$ cat src/rtl/aos_pkg.sv
package aos_pkg;

  localparam longint unsigned NS_PER_SEC = 64'd1_000_000_000;

  typedef enum logic [2:0] {
    PS_RUN   = 3'd0,
    PS_SLEEP = 3'd1,
    PS_DOWN  = 3'd2,
    PS_WAKE  = 3'd3,
    PS_FILL  = 3'd4
  } pwr_state_e;

  // Round a time in nanoseconds up to whole clock cycles.
  function automatic int unsigned ns_to_cycles(input longint unsigned ns,
                                               input longint unsigned hz);
    longint unsigned q;
    q = (ns * hz + NS_PER_SEC - 64'd1) / NS_PER_SEC;
    return q[31:0];
  endfunction

endpackage

$ cat src/rtl/aos_delay_line.sv
module aos_delay_line #(
  parameter int unsigned W     = 10,
  parameter int unsigned DEPTH = 4
) (
  input  logic         clk,
  input  logic         rst_n,
  input  logic [W-1:0] din_i,
  output logic [W-1:0] dout_o
);

  logic [W-1:0] stg [DEPTH];

  for (genvar i = 0; i < DEPTH; i++) begin : g_stage
    if (i == 0) begin : g_head
      always_ff @(posedge clk or negedge rst_n) begin
        if (!rst_n) stg[i] <= '0;
        else        stg[i] <= din_i;
      end
    end else begin : g_body
      always_ff @(posedge clk or negedge rst_n) begin
        if (!rst_n) stg[i] <= '0;
        else        stg[i] <= stg[i-1];
      end
    end
  end

  assign dout_o = stg[DEPTH-1];

endmodule

$ cat src/rtl/aos_out_latch.sv
module aos_out_latch #(
  parameter int unsigned W = 10
) (
  input  logic         clk,
  input  logic         rst_n,
  input  logic         load_i,
  input  logic         twos_i,
  input  logic [W-1:0] din_i,
  output logic [W-1:0] dout_o
);

  // Offset binary and two's complement differ only in the top bit.
  function automatic logic [W-1:0] to_format(input logic [W-1:0] raw,
                                             input logic         twos);
    logic [W-1:0] r;
    r        = raw;
    r[W-1]   = raw[W-1] ^ twos;
    return r;
  endfunction

  logic [W-1:0] fmt_word;
  assign fmt_word = to_format(din_i, twos_i);

  always_ff @(posedge clk or negedge rst_n) begin
    if (!rst_n)      dout_o <= '0;
    else if (load_i) dout_o <= fmt_word;
  end

  // no load means the bus keeps its value
  assert_hold_when_idle_R5: assert property (@(posedge clk) disable iff (!rst_n)
    !load_i |=> $stable(dout_o));

  // the format never touches the low bits
  assert_low_bits_pass_R2: assert property (@(posedge clk) disable iff (!rst_n)
    load_i |=> dout_o[W-2:0] == $past(din_i[W-2:0]));

endmodule

$ cat src/rtl/aos_power_ctl.sv
module aos_power_ctl
  import aos_pkg::*;
#(
  parameter int unsigned LAT     = 5,
  parameter int unsigned W_SLEEP = 11,
  parameter int unsigned W_DOWN  = 30
) (
  input  logic clk,
  input  logic rst_n,
  input  logic pd_i,
  input  logic sleep_i,
  output logic load_o,
  output logic valid_o
);

  localparam int unsigned WMAX = (W_DOWN > W_SLEEP) ? W_DOWN : W_SLEEP;
  localparam int unsigned CMAX = (WMAX > LAT) ? WMAX : LAT;
  localparam int unsigned CW   = $clog2(CMAX + 1);

  pwr_state_e    state, state_n;
  logic [CW-1:0] cnt, cnt_n;
  logic          wake_done;
  logic          fill_done;

  assign wake_done = (state == PS_WAKE) && (cnt == '0);
  assign fill_done = (state == PS_FILL) && (cnt == '0);

  always_comb begin
    state_n = state;
    cnt_n   = cnt;
    if (pd_i) begin
      state_n = PS_DOWN;
    end else if (sleep_i) begin
      state_n = PS_SLEEP;
    end else begin
      unique case (state)
        PS_DOWN: begin
          state_n = PS_WAKE;
          cnt_n   = CW'(W_DOWN - 1);
        end
        PS_SLEEP: begin
          state_n = PS_WAKE;
          cnt_n   = CW'(W_SLEEP - 1);
        end
        PS_WAKE: begin
          if (wake_done) begin
            state_n = PS_FILL;
            cnt_n   = CW'(LAT - 1);
          end else begin
            cnt_n = cnt - 1'b1;
          end
        end
        PS_FILL: begin
          if (fill_done) state_n = PS_RUN;
          else           cnt_n   = cnt - 1'b1;
        end
        default: state_n = PS_RUN;
      endcase
    end
  end

  assign load_o = (state == PS_RUN);

  always_ff @(posedge clk or negedge rst_n) begin
    if (!rst_n) begin
      state   <= PS_FILL;
      cnt     <= CW'(LAT - 1);
      valid_o <= 1'b0;
    end else begin
      state   <= state_n;
      cnt     <= cnt_n;
      valid_o <= load_o;
    end
  end

  // power-down wins over sleep
  assert_pd_wins_R8: assert property (@(posedge clk) disable iff (!rst_n)
    pd_i |=> state == PS_DOWN);

  // sleep alone parks the controller in sleep
  assert_sleep_parks_R7: assert property (@(posedge clk) disable iff (!rst_n)
    (sleep_i && !pd_i) |=> state == PS_SLEEP);

  // valid only returns once the refill has completed
  assert_fill_before_valid_R6: assert property (@(posedge clk) disable iff (!rst_n)
    $rose(valid_o) |-> $past(fill_done, 2));

endmodule

$ cat src/rtl/adc_out_stage.sv
module adc_out_stage
  import aos_pkg::*;
#(
  parameter int unsigned DW            = 10,
  parameter int unsigned LAT           = 5,
  parameter int unsigned CLK_HZ        = 20_000_000,
  parameter int unsigned SLEEP_WAKE_NS = 510,
  parameter int unsigned DOWN_WAKE_NS  = 1500
) (
  input  logic          clk,
  input  logic          rst_n,
  input  logic [DW-1:0] code_a_i,
  input  logic [DW-1:0] code_b_i,
  input  logic          twos_sel_i,
  input  logic          oe_n_i,
  input  logic          pd_i,
  input  logic          sleep_i,
  output logic [DW-1:0] bus_a_o,
  output logic [DW-1:0] bus_b_o,
  output logic          drv_a_o,
  output logic          drv_b_o,
  output logic          valid_o
);

  localparam int unsigned NCH     = 2;
  localparam int unsigned W_SLEEP = ns_to_cycles(SLEEP_WAKE_NS, CLK_HZ);
  localparam int unsigned W_DOWN  = ns_to_cycles(DOWN_WAKE_NS, CLK_HZ);
  localparam int unsigned DEPTH   = LAT - 1;

  logic [DW-1:0] ch_in  [NCH];
  logic [DW-1:0] ch_dly [NCH];
  logic [DW-1:0] ch_out [NCH];
  logic          load_en;
  logic          drv_q;

  assign ch_in[0] = code_a_i;
  assign ch_in[1] = code_b_i;

  aos_power_ctl #(
    .LAT     (LAT),
    .W_SLEEP (W_SLEEP),
    .W_DOWN  (W_DOWN)
  ) u_pwr (
    .clk     (clk),
    .rst_n   (rst_n),
    .pd_i    (pd_i),
    .sleep_i (sleep_i),
    .load_o  (load_en),
    .valid_o (valid_o)
  );

  for (genvar c = 0; c < NCH; c++) begin : g_ch
    aos_delay_line #(
      .W     (DW),
      .DEPTH (DEPTH)
    ) u_dly (
      .clk    (clk),
      .rst_n  (rst_n),
      .din_i  (ch_in[c]),
      .dout_o (ch_dly[c])
    );

    aos_out_latch #(
      .W (DW)
    ) u_out (
      .clk    (clk),
      .rst_n  (rst_n),
      .load_i (load_en),
      .twos_i (twos_sel_i),
      .din_i  (ch_dly[c]),
      .dout_o (ch_out[c])
    );
  end

  always_ff @(posedge clk or negedge rst_n) begin
    if (!rst_n) drv_q <= 1'b0;
    else        drv_q <= ~oe_n_i;
  end

  assign bus_a_o = ch_out[0];
  assign bus_b_o = ch_out[1];
  assign drv_a_o = drv_q;
  assign drv_b_o = drv_q;

  // a high output-enable pin releases the bus on the next cycle
  assert_oe_release_R4: assert property (@(posedge clk) disable iff (!rst_n)
    oe_n_i |=> !drv_a_o);

  assert_oe_drive_R4: assert property (@(posedge clk) disable iff (!rst_n)
    !oe_n_i |=> drv_b_o);

  // nothing on the buses changes while power-down persists
  assert_pd_freeze_R5: assert property (@(posedge clk) disable iff (!rst_n)
    ($past(pd_i) && pd_i) |=> ($stable(bus_a_o) && $stable(bus_b_o) && !valid_o));

endmodule

$ cat config.mk
export PLATFORM = sky130hd
export DESIGN_NAME = adc_out_stage
export DESIGN_NICKNAME = d
export VERILOG_FILES = /design/src/rtl/aos_pkg.sv /design/src/rtl/aos_delay_line.sv /design/src/rtl/aos_out_latch.sv /design/src/rtl/aos_power_ctl.sv /design/src/rtl/adc_out_stage.sv
export SDC_FILE = /design/constraint.sdc
export NUM_CORES = 1
export LEC_CHECK = 0
export ABC_AREA = 1
export BUFFER_PORTS_ARGS = -buffer_cell sky130_fd_sc_hd__buf_2
export CORE_MARGIN = 3
export CORE_UTILIZATION = 56
export DETAILED_ROUTE_END_ITERATION = 8
export PLACE_DENSITY_LB_ADDON = 0.05
export SETUP_SLACK_MARGIN = 0.15
export SLEW_MARGIN = 25
export SYNTH_ARGS = -nofsm -noshare
export SYNTH_HDL_FRONTEND = slang
export SYNTH_HIERARCHICAL = 1
export SYNTH_SLANG_ARGS = --single-unit
$ cat constraint.sdc
create_clock -name clk -period 1.65 [get_ports clk]
set_input_delay 0 -clock clk [delete_from_list [all_inputs] [get_ports clk]]
set_output_delay 0 -clock clk [all_outputs]
set_load 0.005 [all_outputs]
# --- Word level (Yosys, flattened, before mapping) ---
# Cells that the tools add are included.
classes:
  add_sub_neg: 1
  eq_ne: 7
  mux: 8
  n_bitwise: 5
  reduce_logical: 8
op_table:
  columns: ["operator", "count"]
  rows:
  - ["one-hot mux 5 bit (4 select lines)", 1]
  - ["2-to-1 mux 3 bit", 4]
  - ["2-to-1 mux 5 bit", 2]
  - ["one-hot mux 3 bit (3 select lines)", 1]
  - ["inequality test 4 x 3 -> 1 bit (second input constant)", 2]
  - ["== test 3 x 2 -> 1 bit (second input constant)", 2]
  - ["zero test 5 bit", 1]
  - ["subtractor 5 x 1 -> 5 bit (second input constant)", 1]
  - ["AND reduction 4 bit", 1]
  - ["nonzero test 4 bit", 1]
  - ["== test 3 x 1 -> 1 bit (second input constant)", 1]
  - ["== test 3 bit (second input constant)", 1]
  - ["zero test 3 bit", 1]
  - ["NOT 1 bit", 3]
  - ["logical AND 1 bit", 2]
  - ["inequality test 2 bit (second input constant)", 1]
  - ["AND reduction 2 bit", 1]
  - ["OR reduction 2 bit", 1]
  - ["bitwise XOR 1 bit", 2]
word_totals:
  regBits: 110
  inputBits: 26
  wordCells: 43

# --- Logic depth before layout (Yosys ltp) ---
logic_depth:
  depth_word: 6
  depth_mapped: 9
  mapped_depth_nobuf: 9

# --- Hierarchy ---
# The synthesis kept the hierarchy.
modules_own_cells:
  columns: ["module", "instances", "cells_per_inst", "area_each_um2"]
  rows:
  - ["aos_delay_line", 2, 50, 1076.0]
  - ["aos_out_latch", 2, 46, 399.1]
  - ["aos_power_ctl", 1, 84, 595.6]
  - ["adc_out_stage", 1, 3, 36.3]

# --- Worst setup path after synthesis ---
# No wires, ideal clock.
synth_timing:
  kind: "register to register"
  from: "register u_pwr.cnt[0]"
  to: "register u_pwr.cnt[0]"
  setup_ns: 0.124
  arrival_time_ns: 1.153
  slack_ns: 0.373
  stages_incl_launch_ff: 8
  path_buffers: 0
  synth_period_minus_slack_ns: 1.277
  path_cell_list: "dfrtp_1 > inv_1 > ha_1 > nand3_2 > nor2_2 > nor2_4 > nand2_1 > o21ai_1"
synth_between:
  elab_chain_cells: 4
  word_cells_on_any_way: 9
synth_lines:
  columns: ["item", "line_no", "rtl"]
  rows:
  - ["from (decl)", "aos_power_ctl.sv:21", "logic [CW-1:0] cnt, cnt_n;"]
  - ["from (signal assigned)", "aos_power_ctl.sv:67", "cnt <= CW'(LAT - 1);"]
  - ["from (signal assigned)", "aos_power_ctl.sv:71", "cnt <= cnt_n;"]
  - ["parallel branches: the longest is 4 deep, another holds subtractor 5 x 1 -> 5 bit", null, null]
# Parallel ways; which one is timed is not known. The select of a mux whose other input is x is not followed.
# A chain may end at the register's enable or synchronous reset.

# --- Worst setup path in the final report ---
layout_timing:
  from: "register u_pwr.cnt[0]"
  to: "register u_pwr.cnt[3]"
# Same word-level chain as after synthesis.

==> out/qor.csv <==
metric,value,unit
final_cell_mix,"108 x dfrtp_1, 90 x nand2_1, 47 x buf_2",
grt_first_pass_wirelength,8590,um
run_status,finished clean,
yosysUniqueCellTypes,21,
crit_type,reg2reg,
layout.cells.most_common,dfrtp_1,
period_share,82.10,%
dp_cells,382,
drv_cap,0,
endpoint_kind,register,
drc_errors,0,
avgSynthCellArea,12.84,sq um
period_minus_slack,1.355,ns
setup_viol,0,
gp_congestion,0.8388,
io_pins,49,
cp.arrival,1.61,ns
start_kind,register,
rsz0062_at_grt,no,
dieArea,7393,sq um
met2_usage,22.42,%
fin_cells,422,
insertion_delay,0.35,ns
die_h,85.98,um
grt_max_degree,45,
syn_inst,279,
final_area,4243,sq um
power.density,1273,nW/um^2
grt_overflow,0,
grt_pass1_vias,1878,
drt_iter0_drc,86,
seq_area_frac_synth,76.91,%
cts_sinks,110,
finalMaxSlewViolations,0,
cts_inserted_buffers,9,
synth_nets,306,
peakVddDrop,0.8625,mV
grtUsageMet1,21.07,%
maxSlewHeadroom,70.43,%
use_met3,3.170,%
drive_gt1_share,23.92,%
synth.top_cell.area_share,75.45,%
netlist_area,3582,sq um
vias,1941,
cts_htree_levels,3,
drt-pass1-iter-count,4,
setup_tns,0,ns
fmax,738.2,MHz
critPathMaxFanout,6,
antenna_found_initial,0,
initial_core_util,59.10,%
min_path_type,in2async,
leakage,0.002148,uW
wl_per_cell,11.91,um
cts_tree,yes,
holdWs,0.1228,ns
die_width,85.98,um
vias_per_cell,4.600,
fin_nets,370,
synth.top_cells.by_area,"dfrtp_1 75%, nand2_1 9.4%, buf_4 4.4%, nand3_1 2.2%, inv_1 1.6%",
hpwl,3146,um
skew,0.008362,ns
port_buffers,48,
path_clk_slew,0.10,ns
wirelength,5025,um
cts-root-buf,clkbuf_8,
rows,28,
ys_warn_count,6,
crit_required,1.90,ns
ant_nets,0,
grt.busiest_layer,met2,
diodes,0,
clockBufferDepth,2,
worst_pin_slew,0.4436,ns
synth_top_cell_by_area,dfrtp_1,
final_util,70.00,%
grt_use_total,15.40,%
hold_violations,0,
area_delta_synth_final,18.44,%
placed_cell_area,3801,sq um
synth_seq_cells,110,
coreArea,6061,sq um
## cell families (layout without fill, tap and decap cells)
| logic type | count (synthesis) | after routing | share of synthesized area [%] |
|---|---|---|---|
| AND/OR/NAND/NOR | 119 | 119 | 14.57 |
| AO/OA/AOI/OAI | 5 | 5 | 0.8034 |
| XOR/XNOR | 1 | 1 | 0.2445 |
| flip-flops | 110 | 110 | 76.91 |
| buffers and inverters | 43 | 111 | 7.125 |
| adder cells (fa/ha/maj) | 1 | 1 | 0.3492 |
## worst paths after layout
kind                                  startpoint                       to  slack (ns)  cells after the start
max in group asynchronous                  rst_n    g_ch[1].u_dly/stg[12]        0.96                      3
setup / recovery                    u_pwr/cnt[0]             u_pwr/cnt[3]        0.30                      9
hold reg to reg            g_ch[0].u_dly/stg[31]    g_ch[0].u_dly/stg[21]        0.35                      0
setup reg to reg                    u_pwr/cnt[0]             u_pwr/cnt[3]        0.30                      9
min in group clk                     code_b_i[9]    g_ch[1].u_dly/stg[39]        0.28                      2
hold / removal                             rst_n  g_ch[1].u_out/dout_o[0]        0.12                      2
## per-stage QoR
step,power [uW],worst slack [ns]
3_3_place_gp,3846,0.2988
2_1_floorplan,3561,0.3732
5_1_grt,5725,0.1964
6_report,5401,0.2953
4_1_cts,5469,0.2054
3_5_place_dp,3876,0.2382
## synthesized netlist by cell type, drive strengths merged
| cell type | number |
|---|---|
| xor2 | 1 |
| a31oi | 1 |
| buf | 23 |
| o211ai | 1 |
| nor2 | 7 |
| o21ai | 3 |
| dfrtp | 108 |
| dfstp | 2 |
| nand3 | 20 |
| inv | 20 |
| nand2 | 92 |
| ha | 1 |
## layout make-up
class	instances	area (sq um)
sequential	110	2755
fill	431	1818
multi-input combinational	126	576.8
timing repair buffer	76	553.0
clock buffer	11	131.4
tap	75	93.84
inverter	20	75.07
clock inverter	4	57.56
## routing by layer
metal,part of all wire (%),wire length [um]
met1,46,2307
met2,46,2326
met3,4.7,234
met4,3.1,157
met5,0,0
## critical path, stage by stage, from the launching register on
cell and delay [ns]:
dfrtp_1 0.38, inv_2 0.10, ha_2 0.23, nand3_2 0.16, inv_1 0.12, nand2_1 0.05, nand2_1 0.07, nand2_1 0.05
nand2_1 0.05, nand2_1 0.04
## power by group
part | leakage (uW) | total (uW) | internal, uW | switching [uW]
clock network | 0.0000915 | 1540 | 709 | 831
registers | 0.00130 | 3120 | 2980 | 144
logic | 0.000760 | 736 | 327 | 409
total | 0.00215 | 5400 | 4020 | 1380
## state kept, by name, indices dropped and copies added (netlist names)
| name | cells |
|---|---|
| u_pwr/cnt | 5 |
| u_pwr/state | 3 |
| drv_a_o | 1 |
| u_pwr/valid_o | 1 |
| g_ch.u_dly/dout_o | 20 |
| g_ch.u_dly/stg | 60 |
| g_ch.u_out/dout_o | 20 |
## repair_timing
item                                    in CTS  in global routing
hold buffers                                25                  0
hold endpoints to repair                   136                  0
setup buffers                                0                  0
gates resized for setup                      0                  2
endpoints found under the setup margin       0                  5
Note: power is estimated with default switching activity, not from simulation.
